### config.mk
export PLATFORM = sky130hd
export DESIGN_NAME = lane_parity_unit
export DESIGN_NICKNAME = d
export VERILOG_FILES = /design/src/rtl/lane_parity_unit.sv
export SDC_FILE = /design/constraint.sdc
export NUM_CORES = 1
export LEC_CHECK = 0
export BUFFER_PORTS_ARGS = -buffer_cell sky130_fd_sc_hd__buf_2
export CAP_MARGIN = 20
export CORE_AREA = 2 2 39 41
export DETAILED_ROUTE_END_ITERATION = 7
export DIE_AREA = 0 0 41 43
export PLACE_DENSITY_LB_ADDON = 0.2
export SETUP_SLACK_MARGIN = 0.5
export SLEW_MARGIN = 20
export SYNTH_ARGS = -nofsm -noshare
export SYNTH_HDL_FRONTEND = slang
export SYNTH_SLANG_ARGS = --single-unit
### constraint.sdc
create_clock -name vclk -period 1.55
set_clock_uncertainty 0.05 [all_clocks]
set_input_delay 0.155 -clock vclk [all_inputs]
set_output_delay 0.155 -clock vclk [all_outputs]
set_load 0.05 [all_outputs]
### src/rtl/lane_parity_unit.sv
module lane_parity_unit #(
  parameter int DATA_W = 8
) (
  input  logic              par_off_n,
  input  logic              odd_sel,
  input  logic              a_dir_n,
  input  logic              b_dir_n,
  input  logic [DATA_W-1:0] a_data,
  input  logic              a_par,
  input  logic [DATA_W-1:0] b_data,
  input  logic              b_par,
  output logic              par_to_b,
  output logic              par_to_a,
  output logic              a_err_n,
  output logic              a_err_vld,
  output logic              b_err_n,
  output logic              b_err_vld
);

  logic par_on;
  logic gen_b, gen_a;
  logic a_fold, b_fold;

  assign par_on = ~par_off_n;

  // A side is checked whenever it is not being driven from B, and vice versa.
  assign a_err_vld = par_on & b_dir_n;
  assign b_err_vld = par_on & a_dir_n;
  assign gen_b     = par_on & ~a_dir_n;
  assign gen_a     = par_on & ~b_dir_n;

  assign a_fold = ^a_data;
  assign b_fold = ^b_data;

  assign par_to_b = gen_b ? (a_fold ^ odd_sel) : a_par;
  assign par_to_a = gen_a ? (b_fold ^ odd_sel) : b_par;

  assign a_err_n = a_err_vld ? ~(a_fold ^ a_par ^ odd_sel) : 1'b1;
  assign b_err_n = b_err_vld ? ~(b_fold ^ b_par ^ odd_sel) : 1'b1;

endmodule

* Word level (Yosys, flattened, before mapping) *
Cells that the tools add are included.

word-level totals
  register bits after elaboration = 0
  output and inout port bits = 6

cells by class
  mux-type cells = 4
  reductions and logical operators = 2
  bitwise gates (word level) = 15

operators with widths
  kind                 count
  XOR reduction 8 bit  2
  bitwise XOR 1 bit    6
  NOT 1 bit            5
  AND 1 bit            4
  2-to-1 mux 1 bit     4

* Logic depth before layout (Yosys ltp) *
Gate-level depths: netlist of the first run.

  depth after elaboration = 5
  mapped depth = 4
  mapped depth without buffers = 4

* Worst setup path after synthesis of the first run *
OpenSTA, ideal clock, no wires.

  path type = input to output
  start = input b_data[2]
  end = output par_to_a
  setup slack = -711 ps
  buffers on the path = 0
  data required time = 1345 ps
  cell stages on the path = 4
  arrival = 2056 ps
  cells stage by stage = xor2_1 xnor3_1 xnor2_1 o31ai_1

between the ends
  longest elaborated chain between the ends = 3

ends and longest elaborated chain
  what                 RTL line  text
  start: declaration   10        input logic [DATA_W-1:0] b_data,
  XOR reduction 8 bit  33        assign b_fold = ^b_data;
  bitwise XOR 1 bit    36        assign par_to_a = gen_a ? (b_fold ^ odd_sel) : b_par;
  2-to-1 mux 1 bit     36
  end: declaration     13        output logic par_to_a,

No other way between the ends.

* Worst setup path in the final report of the first run *
  start = input a_data[3]
  end = output par_to_b

between the ends
  longest elaborated chain between the ends = 3

ends and longest elaborated chain
  what                 RTL line  text
  start: declaration   8         input logic [DATA_W-1:0] a_data,
  XOR reduction 8 bit  32        assign a_fold = ^a_data;
  bitwise XOR 1 bit    35        assign par_to_b = gen_b ? (a_fold ^ odd_sel) : a_par;
  2-to-1 mux 1 bit     35
  end: declaration     12        output logic par_to_b,

No other way between the ends.

==> results of run 1 <==
## repair_timing
| item | 4_1_cts | 5_1_grt |
|---|---|---|
| resized for setup | 15 | 2 |
| buffers inserted | 0 | 0 |
| setup endpoints to repair | 4 | 4 |
| cloned | 0 | 0 |
| pin swaps | 2 | 1 |
## kinds of logic (layout without fill, tap and decap cells)
group	count (synthesis)	count (layout)
buffers and inverters	0	30
AO/OA/AOI/OAI	4	4
XOR/XNOR	16	16
AND/OR/NAND/NOR	4	4
## routing by layer
layer,share of wire,up-vias,track usage
met4,0,0,0
met1,0.35,120,0.0833
met2,0.59,10,0.156
met3,0.059,0,0.00524
li1,-,143,-
met5,0,-,0
## per-stage QoR
stage               setup WS (ns)  std cells  power (W)  instance area, µm²
floorplan                 -0.0351         24   0.000246                 290
global route               -0.104         70   0.000396                 546
global placement           -0.159         70   0.000321                 465
finish                    -0.0378         70   0.000373                 546
CTS                       -0.0517         70   0.000371                 531
detailed placement         -0.163         70   0.000322                 465
## Yosys cell counts
cell type / number
o31ai_1: 2
nand2_1: 2
nor2b_1: 2
xor2_1: 4
xnor2_1: 8
xor3_1: 2
o21ai_0: 2
xnor3_1: 2
## critical path: stages
cell,delay (ns)
buf_6,0.09
xor2_1,0.14
xnor3_1,0.45
xnor2_1,0.18
o31ai_4,0.18
buf_6,0.18
## final cells by class
cell class         count  area, µm²  area share
repair buffers        30        196       0.360
well taps             16       20.0      0.0367
multi-input cells     24        329       0.603
## how the worst max path moves through the flow
stage | to | start | slack (ns) | cells after the start
5_1_grt | par_to_b | a_data[3] | -0.10 | 6
6_report | par_to_b | a_data[3] | -0.04 | 6
3_5_place_dp | par_to_a | b_data[3] | -0.16 | 6
2_1_floorplan | par_to_a | b_data[2] | -0.04 | 4
4_1_cts | par_to_b | a_data[3] | -0.05 | 6
3_3_place_gp | par_to_a | b_data[3] | -0.16 | 6
## power by group
group	leakage (nW)	internal, W	switching, W
Combinational	0.292	0.000191	0.000182
Sequential	0	0	0
Clock	0	0	0
Total	0.292	0.000191	0.000182
==> metrics.yaml, run 1 <==
status:
  status: "complete, but fails checks"
  violations: "negative setup slack"
clock_tree:
  ctsHoldBuffers: 0
logic_synthesis:
  synth-xor-area-share: 0.814
  syn_avg_cell_area_um2: 10.1
  synth-seq-area-share: 0
  synth-compound-area-share: 0.103
  netlist_instances: 24
  synth_area_um2: 243
  synth_mux_area_frac: 0
  synth.net_count: 46
  ys_types: 8
  yosysTopAreaCell: "xnor2_1"
  synth_top_family_by_area: "XOR/XNOR gates"
  synth-adder-area-share: 0
  synth-simple-area-share: 0.0825
  synth_area_leaders: "xnor2_1, xor3_1, xnor3_1"
  synth.top_cell.area_share: 0.289
  synth_warnings: 0
detailed_routing:
  drt_iter0_drc: 0
  drc_errors: 0
  vias: 273
  post_drt_via_cell_ratio: 3.90
  ant_nets: 0
  wire_per_inst_um: 8.41
  first_pass_iters: 1
  routed_wl_um: 589
power:
  peakVddDrop_mv: 0.291
  power_density_nw_per_um2: 684
  p_leak_nw: 0.292
hold_path:
  hold_path_class: "in -> out"
  holdPathEnd: "par_to_a"
  min_path_cells: 3
  hold_start: "b_dir_n"
worst_setup_path:
  cp_max_fo: 2
  critPathKind: "in -> out"
  crit_required_ns: 1.34
  cp-end-kind: "output pin"
  cp.arrival_ns: 1.38
  startpoint_type: "primary input"
grt:
  overflow: 0
  antenna_found_initial: 0
  grt_first_pass_wirelength_mm: 1.00
  grt_pass1_vias: 266
  grt_max_degree: 7
  grt_usage: 0.0772
final_layout:
  final_nets: 78
  fill_cells: 147
  seq_area_um2: 0
  layout-drive-gt1-share: 0.778
  diodes: 0
  nFlopsAndLatches: 0
  final_common_cell: "buf_2"
  utilization: 0.394
  clock_buffers: 0
  syn_to_final_growth_pct: 125
  layout_common_cells: "buf_2, xnor2_2, buf_6, xor2_1, xnor2_1"
sta:
  tns_ns: -0.0705
  drv_slew: 0
  slew_headroom: 0.786
  setup_viol: 2
  period_share: 1.02
  setup_slack_ns: -0.0378
  hold_viol_final: 0
  min_period_ns: 1.59
  whs_ns: 0.590
  rsz0062_at_grt: "yes"
  tightest_slew_ns: 0.318
  fmax_mhz: 630
floorplan:
  dieWidth_um: 41
  dieArea_um2: 1760
  die-height_um: 43
  core_um2: 1380
  rows: 14
  start_util: 0.175
  boundaryPins: 28
job:
  cap_viol_max_count: 0
placed_design:
  place_congestion: 0.722
  hpwlAfterDp_um: 543
  port_buffers: 28
No activity file was read; power rests on OpenSTA's default activity.
==> run 2: changes to the inputs <==
Settings changed: PLACE_DENSITY set to 0.59, PLACE_DENSITY_LB_ADDON 0.2 to not set, SETUP_SLACK_MARGIN 0.5 to not set.
Clock period 1.55 ns to 1.7 ns, I/O delays scaled along.
==> run 2 against run 1 <==
The run now ends clean. Final cell count shrank 2.9%. Sequential share of layout area is the same. Worst setup slack gained 0.087 ns. Global-route usage shrank 1.6 points. Final area shrank 14%. Critical path type unchanged. Largest cell class unchanged. Highest routed layer unchanged.
==> metrics.yaml, run 2 (synthesis gave the netlist of run 1 again) <==
status:
  status: "completed"
hold_path:
  hold_path_class: "in -> out"
placed_design:
  place_congestion: 0.594
  port_buffers: 28
  dp.cells: 68
worst_setup_path:
  startpoint_type: "primary input"
  crit_required_ns: 1.48
  cp_cell_sequence: "buf_2, xnor2_2, xnor3_1, xnor2_1, o31ai_4, buf_6"
  cp_slowest_stage_delay_ns: 0.45
  cp_max_fo: 2
  cp.arrival_ns: 1.43
  critPathTopFamily: "XOR/XNOR gates"
  worst-path-buf-inv: 2
  critical_path.slowest_cell: "xnor3_1"
  cp-end-kind: "output pin"
  critPathKind: "in -> out"
power:
  power_density_nw_per_um2: 606
  p_total_w: 0.000286
  p_leak_nw: 0.244
  peakVddDrop_mv: 0.287
final_layout:
  layout_common_cells: "buf_2, xnor2_1, xor2_1, buf_6"
  seq_area_um2: 0
  utilization: 0.341
  diodes: 0
  layout.cells.non_filler: 68
  nFlopsAndLatches: 0
  layout-drive-gt1-share: 0.635
  fill_cells: 144
  final_common_cell: "buf_2"
  final_nets: 76
  clock_buffers: 0
  syn_to_final_growth_pct: 94.3
grt:
  antenna_found_initial: 0
  grt_max_degree: 7
  grt_first_pass_wirelength_um: 786
  grt_pass1_vias: 230
  overflow: 0
  grt_usage: 0.0613
floorplan:
  core_um2: 1380
  boundaryPins: 28
  die-height_um: 43
  start_util: 0.175
  rows: 14
  dieArea_um2: 1760
  dieWidth_um: 41
sta:
  setup_viol: 0
  fmax_mhz: 606
  period_share: 0.971
  hold_viol_final: 0
  slew_headroom: 0.784
  tightest_slew_ns: 0.320
  min_period_ns: 1.65
  rsz0062_at_grt: "yes"
  drv_slew: 0
detailed_routing:
  drt_iter0_drc: 1
  first_pass_iters: 2
  vias: 266
  ant_nets: 0
  routed_wl_um: 555
  wire_per_inst_um: 8.16
  post_drt_via_cell_ratio: 3.91
  drc_errors: 0
clock_tree:
  ctsHoldBuffers: 0
  cts_setup_buffers: 0
job:
  cap_viol_max_count: 0
## run 2: through the flow
step | worst slack (ns) | hold WS (ns) | setup TNS (ns) | instance area (µm²)
2_1_floorplan | 0.0119 | 0.417 | 0 | 270
3_3_place_gp | -0.0807 | 0.678 | -0.196 | 430
3_5_place_dp | -0.0834 | 0.683 | -0.261 | 430
4_1_cts | -0.0382 | 0.662 | -0.0382 | 452
5_1_grt | -0.00928 | 0.636 | -0.00928 | 472
6_report | 0.0487 | 0.624 | 0 | 472
## run 2: what timing repair did
action | CTS | global route
resized for setup | 6 | 5
endpoints found under the setup margin | 4 | 3
pin swaps | 2 | 2
cloned | 0 | 0
## run 2: final timing paths
check | slack [ns] | endpoint | startpoint | depth (start not counted)
setup / recovery | 0.05 | par_to_a | b_data[5] | 6
hold / removal | 0.62 | par_to_a | b_dir_n | 3
## run 2: report_power, final
group	internal, W	switching [W]	total [W]
Clock	0	0	0
Combinational	0.000143	0.000143	0.000286
Sequential	0	0	0
Total	0.000143	0.000143	0.000286
## run 2: metal layers
| metal | wire (µm) | GRT usage | vias to the layer above | share of wire |
|---|---|---|---|---|
| met5 | 0 | 0 | - | 0 |
| met4 | 0 | 0 | 0 | 0 |
| met3 | 79 | 0 | 0 | 0.14 |
| met2 | 263 | 0.131 | 20 | 0.47 |
| met1 | 212 | 0.0613 | 108 | 0.38 |
| li1 | - | - | 138 | - |
## run 2: layout make-up
type	count	area, µm²	share of cell area
Multi-Input combinational cell	24	287	0.607
Timing Repair Buffer	28	165	0.350
Tap cell	16	20.0	0.0424
==> run 3: changes to the inputs <==
Settings changed: PLACE_DENSITY 0.59 to not set.
Clock period 1.7 ns to 1.5 ns, I/O delays scaled along.
==> run 3 against run 2 <==
Via count increased by 3.4%. Final area up 14%. Highest routed layer unchanged. Sequential share of layout area unchanged. The flow now finishes with violations (negative setup slack). Sequential cell count unchanged. First-iteration DRC count shrank 100%. Critical path type unchanged. Core utilization increased by 4.8 points. Worst hold slack got worse by 0.045 ns. Combinational power is 32% higher. Worst setup slack worse by 0.13 ns. Die area is the same. Count of clock-buffer cells in the layout unchanged.
==> metrics.yaml, run 3 (synthesis gave the netlist of run 1 again) <==
placed_design:
  place_congestion: 0.595
  dp.cells: 68
  postPlaceCellArea_um2: 450
  port_buffers: 28
grt:
  antenna_found_initial: 0
  grt_max_degree: 7
  grt_first_pass_wirelength_um: 828
  overflow: 0
  grt_pass1_vias: 259
  grt_usage: 0.0644
status:
  status: "complete, but fails checks"
  violations: "negative setup slack"
sta:
  fmax_mhz: 634
  rsz0062_at_grt: "yes"
  slew_headroom: 0.782
  drv_slew: 0
  setup_slack_ns: -0.0770
  setup_viol: 3
  tns_ns: -0.164
  hold_viol_final: 0
  period_share: 1.05
  tightest_slew_ns: 0.323
  min_period_ns: 1.58
  whs_ns: 0.579
power:
  seq_power_share: 0
  power_density_nw_per_um2: 701
  comb_power_share: 1.000
  p_switching_w: 0.000187
  swShare: 0.496
  intPower_w: 0.000190
  peakVddDrop_mv: 0.188
  clkPwrFrac: 0
  p_leak_nw: 0.288
floorplan:
  start_util: 0.175
  core_um2: 1380
  boundaryPins: 28
  dieArea_um2: 1760
  die-height_um: 43
  rows: 14
  dieWidth_um: 41
final_layout:
  syn_to_final_growth_pct: 122
  fin_area_um2: 538
  layout.cells.non_filler: 68
  clock_buffers: 0
  final_nets: 76
  utilization: 0.389
  layout_common_cells: "buf_2, xnor2_2, buf_6, xor2_1"
  layout-drive-gt1-share: 0.788
  diodes: 0
  nFlopsAndLatches: 0
  final_common_cell: "buf_2"
  seq_area_um2: 0
worst_setup_path:
  cp_max_fo: 2
  worst-path-buf-inv: 2
  cp.arrival_ns: 1.38
  cp_common_cell: "buf_6"
  cp-end-kind: "output pin"
  critPathTopFamily: "XOR/XNOR gates"
  crit_required_ns: 1.30
  crit_cells: 6
  cp_slowest_stage_delay_ns: 0.44
  critical_path.slowest_cell: "xnor3_1"
  cp_cell_sequence: "buf_6, xnor2_2, xnor3_1, xnor2_1, o31ai_4, buf_6"
  startpoint_type: "primary input"
  critPathKind: "in -> out"
detailed_routing:
  drc_errors: 0
  vias: 275
  post_drt_via_cell_ratio: 4.04
  first_pass_iters: 1
  wire_per_inst_um: 9.06
  ant_nets: 0
  drt_iter0_drc: 0
  routed_wl_um: 616
hold_path:
  hold_path_class: "in -> out"
  min_path_cells: 3
clock_tree:
  cts_setup_buffers: 0
job:
  cap_viol_max_count: 0
==> run 3: cell count changes in the layout (fill, tap and decap cells not counted) <==
cell / change
xnor2_1: -4
xnor2_2: +4
buf_2: -2
nand2_1: -2
nand2_4: +2
nor2b_1: -2
nor2b_2: +2
buf_6: +1
buf_8: +1
==> run 3: final timing paths <==
kind,from,end,slack (ns)
max,a_data[4],par_to_b,-0.08
min,b_dir_n,par_to_a,0.58
==> run 3: cell type report <==
type	instances	area [µm²]
fillers	154	846
well taps	16	20.0
multi-input cells	24	337
repair buffers	28	181
==> run 3: per-stage QoR <==
step / total power (W) / setup slack [ns]
6_report: 0.000377 / -0.0770
3_5_place_dp: 0.000331 / -0.317
4_1_cts: 0.000383 / -0.0844
2_1_floorplan: 0.000262 / -0.0894
3_3_place_gp: 0.000325 / -0.283
5_1_grt: 0.000401 / -0.156
==> run 3: what timing repair did <==
| item | 4_1_cts | 5_1_grt |
|---|---|---|
| resized for setup | 18 | 0 |
| hold buffers | 0 | 0 |
| gates cloned | 0 | 0 |
| endpoints found under the setup margin | 4 | 4 |
| pin swaps | 8 | 0 |
| endpoints found under the hold margin | 0 | 0 |
==> run 3: per-layer routing <==
metal  track usage  vias to the layer above  wire [µm]
li1              -                      139          -
met1        0.0485                      115        187
met2         0.147                       21        328
met3        0.0105                        0        100
met4             0                        0          0
met5             0                        -          0
==> run 3: power by group through the flow <==
stage / registers [W] / logic, W / clock network, W
after floorplan: 0 / 0.000262 / 0
after global placement: 0 / 0.000325 / 0
after detailed placement: 0 / 0.000331 / 0
after CTS: 0 / 0.000383 / 0
after global routing: 0 / 0.000401 / 0
final: 0 / 0.000377 / 0
